## src/rtl/r2_bridge_pkg.sv

```systemverilog
package r2_bridge_pkg;

    typedef enum logic {
        DN_IDLE = 1'b0,
        DN_BUSY = 1'b1
    } dn_state_e;

endpackage

```

## src/rtl/r2_phase_gen.sv

```systemverilog
module r2_phase_gen #(
    parameter bit LEAD_EN = 1'b1
) (
    input  logic clk,
    input  logic rst_n,
    output logic en
);

    typedef struct packed {
        logic ph;
    } ph_st_t;

    ph_st_t st_d, st_q;

    always_comb begin
        st_d    = st_q;
        st_d.ph = ~st_q.ph;
    end

    always_ff @(posedge clk or negedge rst_n) begin
        if (!rst_n) st_q <= '0;
        else        st_q <= st_d;
    end

    assign en = st_q.ph ^ LEAD_EN;

    // strict alternation of enabled and disabled cycles
    a_r2_en_falls: assert property (@(posedge clk) disable iff (!rst_n) en |=> !en);
    a_r2_en_rises: assert property (@(posedge clk) disable iff (!rst_n) !en |=> en);

endmodule

```

## src/rtl/r2_dn_path.sv

```systemverilog
module r2_dn_path
    import r2_bridge_pkg::*;
#(
    parameter int CMD_W  = 8,
    parameter int DATA_W = 32
) (
    input  logic              clk,
    input  logic              rst_n,
    input  logic              en,
    input  logic              tx_valid,
    output logic              tx_ready,
    input  logic [CMD_W-1:0]  tx_cmd,
    input  logic [DATA_W-1:0] tx_data,
    output logic              dn_req,
    output logic [CMD_W-1:0]  dn_cmd,
    output logic [DATA_W-1:0] dn_data,
    input  logic              dn_ack
);

    localparam int WORD_W = CMD_W + DATA_W;

    typedef struct packed {
        dn_state_e         state;
        logic [WORD_W-1:0] word;
    } dn_st_t;

    dn_st_t st_d, st_q;
    logic   take;

    always_comb begin
        st_d     = st_q;
        tx_ready = en && (st_q.state == DN_IDLE);
        take     = tx_ready && tx_valid;
        if (take) begin
            st_d.state = DN_BUSY;
            st_d.word  = {tx_cmd, tx_data};
        end else if (en && (st_q.state == DN_BUSY) && dn_ack) begin
            st_d.state = DN_IDLE;
        end
    end

    always_ff @(posedge clk or negedge rst_n) begin
        if (!rst_n) begin
            st_q.state <= DN_IDLE;
            st_q.word  <= '0;
        end else begin
            st_q <= st_d;
        end
    end

    assign dn_req            = (st_q.state == DN_BUSY);
    assign {dn_cmd, dn_data} = st_q.word;

    // slow-facing outputs only move after an enabled cycle
    a_r3_hold_two: assert property (@(posedge clk) disable iff (!rst_n)
        !en |=> ($stable(dn_req) && $stable(dn_cmd) && $stable(dn_data)));
    // the taken word is launched as one pair
    a_r4_word_launch: assert property (@(posedge clk) disable iff (!rst_n)
        (tx_valid && tx_ready) |=> (dn_req && dn_cmd == $past(tx_cmd) && dn_data == $past(tx_data)));
    // request persists until an acknowledge seen in an enabled cycle
    a_r5_req_persists: assert property (@(posedge clk) disable iff (!rst_n)
        (dn_req && !(en && dn_ack)) |=> dn_req);
    a_r5_ready_blocked: assert property (@(posedge clk) disable iff (!rst_n)
        dn_req |-> !tx_ready);

endmodule

```

## src/rtl/r2_up_path.sv

```systemverilog
module r2_up_path #(
    parameter int CMD_W  = 8,
    parameter int DATA_W = 32
) (
    input  logic              clk,
    input  logic              rst_n,
    input  logic              en,
    input  logic              up_req,
    input  logic [CMD_W-1:0]  up_cmd,
    input  logic [DATA_W-1:0] up_data,
    output logic              up_ack,
    output logic              rx_valid,
    input  logic              rx_ready,
    output logic [CMD_W-1:0]  rx_cmd,
    output logic [DATA_W-1:0] rx_data
);

    localparam int WORD_W = CMD_W + DATA_W;

    typedef struct packed {
        logic              ack;
        logic              full;
        logic [WORD_W-1:0] word;
    } up_st_t;

    up_st_t st_d, st_q;
    logic   take;

    always_comb begin
        st_d = st_q;
        take = en && up_req && !st_q.ack && !st_q.full;
        if (st_q.full && rx_ready) begin
            st_d.full = 1'b0;
        end
        if (en) begin
            st_d.ack = take;
        end
        if (take) begin
            st_d.full = 1'b1;
            st_d.word = {up_cmd, up_data};
        end
    end

    always_ff @(posedge clk or negedge rst_n) begin
        if (!rst_n) st_q <= '0;
        else        st_q <= st_d;
    end

    assign up_ack            = st_q.ack;
    assign rx_valid          = st_q.full;
    assign {rx_cmd, rx_data} = st_q.word;

    // acknowledge covers one enabled window only
    a_r7_ack_window: assert property (@(posedge clk) disable iff (!rst_n)
        (en && up_ack) |=> !up_ack);
    // no second capture while the acknowledge is out
    a_r8_no_retake: assert property (@(posedge clk) disable iff (!rst_n)
        (en && up_ack) |=> !$rose(rx_valid));
    // offered word holds until taken
    a_r9_word_held: assert property (@(posedge clk) disable iff (!rst_n)
        (rx_valid && !rx_ready) |=> (rx_valid && $stable(rx_cmd) && $stable(rx_data)));
    // a full holding register blocks new acknowledges
    a_r10_full_blocks: assert property (@(posedge clk) disable iff (!rst_n)
        (rx_valid && !rx_ready) |=> !$rose(up_ack));
    // acknowledge never moves after a disabled cycle
    a_r11_ack_steady: assert property (@(posedge clk) disable iff (!rst_n)
        !en |=> $stable(up_ack));

endmodule

```

## src/rtl/ratio2_cmd_bridge.sv

```systemverilog
module ratio2_cmd_bridge #(
    parameter int CMD_W   = 8,
    parameter int DATA_W  = 32,
    parameter bit LEAD_EN = 1'b1
) (
    input  logic              clk,
    input  logic              rst_n,
    input  logic              tx_valid,
    output logic              tx_ready,
    input  logic [CMD_W-1:0]  tx_cmd,
    input  logic [DATA_W-1:0] tx_data,
    output logic              dn_req,
    output logic [CMD_W-1:0]  dn_cmd,
    output logic [DATA_W-1:0] dn_data,
    input  logic              dn_ack,
    input  logic              up_req,
    input  logic [CMD_W-1:0]  up_cmd,
    input  logic [DATA_W-1:0] up_data,
    output logic              up_ack,
    output logic              rx_valid,
    input  logic              rx_ready,
    output logic [CMD_W-1:0]  rx_cmd,
    output logic [DATA_W-1:0] rx_data
);

    logic slow_en;

    r2_phase_gen #(
        .LEAD_EN (LEAD_EN)
    ) i_phase (
        .clk   (clk),
        .rst_n (rst_n),
        .en    (slow_en)
    );

    r2_dn_path #(
        .CMD_W  (CMD_W),
        .DATA_W (DATA_W)
    ) i_dn (
        .clk      (clk),
        .rst_n    (rst_n),
        .en       (slow_en),
        .tx_valid (tx_valid),
        .tx_ready (tx_ready),
        .tx_cmd   (tx_cmd),
        .tx_data  (tx_data),
        .dn_req   (dn_req),
        .dn_cmd   (dn_cmd),
        .dn_data  (dn_data),
        .dn_ack   (dn_ack)
    );

    r2_up_path #(
        .CMD_W  (CMD_W),
        .DATA_W (DATA_W)
    ) i_up (
        .clk      (clk),
        .rst_n    (rst_n),
        .en       (slow_en),
        .up_req   (up_req),
        .up_cmd   (up_cmd),
        .up_data  (up_data),
        .up_ack   (up_ack),
        .rx_valid (rx_valid),
        .rx_ready (rx_ready),
        .rx_cmd   (rx_cmd),
        .rx_data  (rx_data)
    );

endmodule

```

## config.mk

```make
export PLATFORM = sky130hd
export DESIGN_NAME = ratio2_cmd_bridge
export DESIGN_NICKNAME = d
export VERILOG_FILES = /design/src/rtl/r2_bridge_pkg.sv /design/src/rtl/r2_phase_gen.sv /design/src/rtl/r2_dn_path.sv /design/src/rtl/r2_up_path.sv /design/src/rtl/ratio2_cmd_bridge.sv
export SDC_FILE = /design/constraint.sdc
export NUM_CORES = 1
export LEC_CHECK = 0
export BUFFER_PORTS_ARGS = -buffer_cell sky130_fd_sc_hd__buf_2
export CELL_PAD_IN_SITES_DETAIL_PLACEMENT = 2
export CELL_PAD_IN_SITES_GLOBAL_PLACEMENT = 2
export CORE_MARGIN = 1.5
export CORE_UTILIZATION = 30
export CTS_CLUSTER_SIZE = 16
export DETAILED_ROUTE_END_ITERATION = 16
export PLACE_DENSITY = 0.9
export SYNTH_ARGS = -nofsm -noshare
export SYNTH_HDL_FRONTEND = slang
export SYNTH_SLANG_ARGS = --single-unit
```

## constraint.sdc

```tcl
create_clock -name clk -period 4.1 [get_ports clk]
set_clock_uncertainty 0.1 [all_clocks]
set_input_delay 0.41 -clock clk [delete_from_list [all_inputs] [get_ports clk]]
set_output_delay 0.41 -clock clk [all_outputs]
set_load 0.01 [all_outputs]
```

* Word level (Yosys, flattened, before mapping)
Index checks and enable logic that the tools add are counted. W data, S select, Z words.
Storage, ports and cells: register bits 84, output and inout port bits 84, logic and storage cells 24
Cells by class: mux-type cells 4, bitwise operators 2, reduce and logical (&&, ||, !) cells 12
Operator list (number):
- $mux W41 | 1
- $logic_and A1 B1 Y1 | 8
- $reduce_bool A2 Y1 | 2
- $mux W1 | 3
- $logic_not A1 Y1 | 2
- $not A1 Y1 | 2

* Depth between registers and ports, before layout
depth in word-level cells 5, mapped depth 3

* Cells and area by module
Synthesis repeated with hierarchy kept, for this count alone.
Second synthesis, totals: cells, all modules 183, area, all modules 3509.6 um^2
By module, submodules not included:
- r2_up_path | times used 1, cells each 92, area each 1771.7 um^2, sequential area each 1051.0 um^2
- r2_dn_path | times used 1, cells each 89, area each 1709.1 um^2, sequential area each 1026.0 um^2
- r2_phase_gen | times used 1, cells each 2, area each 28.8 um^2, sequential area each 25.0 um^2

* Least setup slack after synthesis
No wires, ideal clock.
path type flip-flop to flip-flop, start reg i_phase.st_q, end reg i_up.st_q, in the netlist i_up.rx_data[10], arrival time 1.431 ns, data required time 3.875 ns, slack 2.444 ns, cell stages (with the launch flop) 4, path buffers 1, clock period less this slack 1.656 ns, cells stage by stage dfrtp_1 -> nor4b_4 -> buf_6 -> mux2_2
Between the ends: cells in the longest elaborated chain, start to end 4
RTL lines:
- from (decl) | RTL line r2_phase_gen.sv:13 | ph_st_t st_d, st_q;
- from (signal assigned) | RTL line r2_phase_gen.sv:22 | else st_q <= st_d;
- $not A1 Y1 (no source line)
- $logic_and A1 B1 Y1 (3 in a row) | RTL line r2_up_path.sv:31 | take = en && up_req && !st_q.ack && !st_q.full;
- to (signal assigned) | RTL line r2_up_path.sv:46 | else st_q <= st_d;
- to (decl) | RTL line r2_up_path.sv:26 | up_st_t st_d, st_q;
Every way passes these cells. A chain may end at the register's enable or synchronous reset.

* Worst setup path after layout
start reg i_phase.st_q, end reg i_up.st_q, in the netlist i_up.rx_data[7]
The elaborated chain is that of the path after synthesis.

==> impl_metrics.tcl <==
set metrics [dict create \
    worstSetupStartpoint "i_phase.st_q$_DFF_PN0_" \
    fin_worst_setup_slack_ns 1.74 \
    yosysWarnings 0 \
    power_density_mw_per_mm2 516 \
    number_of_antenna_violations_at_the_first_check_in_global_routing 0 \
    antenna_cells 0 \
    numCtsBuffers 9 \
    placement.setup.worst_slack_ns 1.71 \
    maximum_number_of_pins_on_one_net_before_global_route_repair 85 \
    synthAdderAreaFrac_pct 0 \
    crit_path_class "register to register" \
    drt-total-wl_um 7920 \
    final_net_count 441 \
    drive_gt1_share_pct 73.6 \
    finalSetupViolations 0 \
    synth_simple_gate_area_share_pct 1.47 \
    min_path_type "input port to async pin" \
    drtPass1Iterations 4 \
    floorplan.die_area_mm2 0.0111 \
    wire_per_inst_um 16.0 \
    seq_area_frac_synth_pct 66.9 \
    run_status "finished, final reports clean" \
    report.final.hold_viol_count 0 \
    overflow 0 \
    synth.net_count 267 \
    peakVddDrop_uv 200 \
    buffer_ports.inserted 169 \
    gpl.final_weighted_congestion 0.681 \
    syn_inst_count 181 \
    synth_compound_gate_area_share_pct 0.716 \
    final.fill_count 1057 \
    yosys-mux-area-fraction_pct 28.7 \
    worst_ep_required_time_ns 4.22 \
    cp_data_arrival_time_ns 2.48 \
    tightest_slew_ns 1.05 \
    layout-area-overhead-vs-synth_pct 37.9 \
    post-dp-hpwl_um 5960 \
    clock-sinks 84 \
    floorplan.initialDensity_pct 30.7 \
    p_leak_nw 2.11 \
    timing.final.max_slew_violations 0 \
    cts.repair_timing.setup_buffer_count 0 \
    final_area_mm2 0.00434 \
    rsz0062_at_grt "false" \
    design.core.area_mm2 0.0102 \
    cts.clk_slew.worst_paths_ns 0.09 \
    global_route.usage.total_pct 14.6 \
    vias_per_cell 4.39 \
    placement_rows 37 \
    clock_latency_ns 0.34 \
    fmax_mhz 424 \
    post_cts.resized_instances 0 \
    cts-root-to-sink-buffers 2 \
    chipHeight_um 105 \
    place.detailed.instances 480 \
    holdBufCountCts 0 \
    crit_path_end_kind "register" \
    clock-root-buffer "sky130_fd_sc_hd__clkbuf_8" \
    die_w_um 105 \
    tritoncts "built" \
    worst-path-max-fanout 30 \
    netlist_area_mm2 0.00314 \
    floorplan.io_pins 170 \
    finalNonFillerCells 496 \
    initialDrtViolationCount 35 \
    htree_num_levels 3 \
    drt_drc_violations_left 0 \
    r2r-start "i_phase.st_q$_DFF_PN0_" \
    synth_cell_types 11 \
    worst_slew_margin_rel_pct 29.8 \
    max-cap-violations 0 \
    vias_in_the_first_global_route 2522 \
    finalCritPeriodShare_pct 57.5 \
    timing.critical_path.from_type "register" \
    holdWs_ns 0.144 \
    drtAntennaViolNets 0 \
    ys_seq_elements 84 \
    main_combinational_cell_family_by_area_after_synthesis "multiplexers" \
    synth.avg_cell_area_um2 17.4 \
    final.min_clock_period_ns 2.36 \
    yosys.area_share.xor_xnor_pct 0 \
    finalSetupTns_ns 0 \
    global_route_wire_length_before_repair_um 12500 \
    via_count 2176 \
    placement.cell_area_mm2 0.00412 \
]
==> worst max-delay path, stage by stage (launching register included) <==
cell and delay, ns:
sky130_fd_sc_hd__dfrtp_1 0.49, sky130_fd_sc_hd__nor4b_4 0.77, sky130_fd_sc_hd__buf_4 0.47, sky130_fd_sc_hd__mux2_2 0.39
==> synth_stat cells <==
| library cell | number | area, µm² |
|---|---|---|
| sky130_fd_sc_hd__a21o_1 | 3 | 22.5 |
| sky130_fd_sc_hd__buf_2 | 4 | 20.0 |
| sky130_fd_sc_hd__buf_6 | 4 | 45.0 |
| sky130_fd_sc_hd__dfrtp_1 | 84 | 2100 |
| sky130_fd_sc_hd__inv_1 | 2 | 7.51 |
| sky130_fd_sc_hd__mux2_1 | 3 | 33.8 |
| sky130_fd_sc_hd__mux2_2 | 77 | 867 |
| sky130_fd_sc_hd__nand2b_1 | 1 | 6.26 |
| sky130_fd_sc_hd__nor2_1 | 1 | 3.75 |
| sky130_fd_sc_hd__nor3b_2 | 1 | 12.5 |
| sky130_fd_sc_hd__nor4b_4 | 1 | 23.8 |
==> registers in the layout (all words and copies together), names as in the netlist <==
name,count
i_up.rx_cmd,8
i_up.rx_valid,1
i_dn.dn_data,32
i_up.up_ack,1
i_dn.dn_cmd,8
i_phase.st_q,1
i_dn.dn_req,1
i_up.rx_data,32
==> cell usage in the layout (no fill, tap or decap) <==
| cell type | Yosys | final |
|---|---|---|
| sky130_fd_sc_hd__buf_4 | 0 | 3 |
| sky130_fd_sc_hd__clkbuf_1 | 0 | 1 |
| sky130_fd_sc_hd__nor2_1 | 1 | 1 |
| sky130_fd_sc_hd__nand2b_1 | 1 | 1 |
| sky130_fd_sc_hd__mux2_2 | 77 | 77 |
| sky130_fd_sc_hd__a21o_1 | 3 | 3 |
| sky130_fd_sc_hd__nor4b_4 | 1 | 1 |
| sky130_fd_sc_hd__bufinv_16 | 0 | 2 |
| sky130_fd_sc_hd__clkinv_4 | 0 | 1 |
| sky130_fd_sc_hd__clkinvlp_4 | 0 | 2 |
| sky130_fd_sc_hd__clkinv_2 | 0 | 1 |
| sky130_fd_sc_hd__mux2_1 | 3 | 3 |
| sky130_fd_sc_hd__nor3b_4 | 0 | 1 |
| sky130_fd_sc_hd__inv_1 | 2 | 2 |
| sky130_fd_sc_hd__dfrtp_1 | 84 | 84 |
| sky130_fd_sc_hd__buf_2 | 4 | 168 |
| sky130_fd_sc_hd__clkbuf_8 | 0 | 9 |
==> power by group <==
part           total, mW  switching (mW)  leakage (nW)  internal [mW]
Combinational      0.508           0.238          1.02          0.270
Sequential          1.09          0.0898         0.980           1.00
Clock              0.637           0.293         0.102          0.343
==> worst paths after layout <==
kind	endpoint	slack, ns	cells after the start
max	i_up.rx_data[7]$_DFFE_PN0P_	1.74	3
min	i_up.rx_data[10]$_DFFE_PN0P_	0.14	1
max reg2reg	i_up.rx_data[7]$_DFFE_PN0P_	1.74	3
min reg2reg	i_up.rx_cmd[0]$_DFFE_PN0P_	0.39	1
max in group asynchronous	i_dn.dn_cmd[0]$_DFFE_PN0P_	3.06	1
min in group clk	i_up.rx_cmd[1]$_DFFE_PN0P_	0.18	2
==> area by class of cell <==
| cell class | count | area [µm²] | area share [%] |
|---|---|---|---|
| clock buffer | 10 | 128 | 2.94 |
| clock inverter | 6 | 88.8 | 2.05 |
| inverter | 2 | 7.51 | 0.173 |
| multi-input combinational | 87 | 976 | 22.5 |
| sequential | 84 | 2100 | 48.5 |
| tap | 136 | 170 | 3.92 |
| timing repair buffer | 171 | 863 | 19.9 |
==> per-stage QoR <==
step | power, mW | utilization, %
floorplan | 1.34 | -
global placement | 1.60 | 40.3
detailed placement | 1.63 | 40.3
CTS | 2.29 | 42.4
global route | 2.37 | 42.4
finish | 2.24 | 42.4
==> cell families (layout without fill, tap and decap cells) <==
| family | after synthesis | after routing |
|---|---|---|
| flops | 84 | 84 |
| buf+inv | 10 | 189 |
| mux | 80 | 80 |
| simple gates | 4 | 4 |
| compound gates | 3 | 3 |
==> per-layer routing <==
layer / up-vias / GRT usage [%] / routed length, µm
met4: 0 / 5.28 / 111
li1: 979 / - / -
met1: 1074 / 16.6 / 3010
met5: - / 0 / 0
met3: 11 / 5.19 / 765
met2: 112 / 25.1 / 4030
No activity file was read; power rests on OpenSTA's default activity.
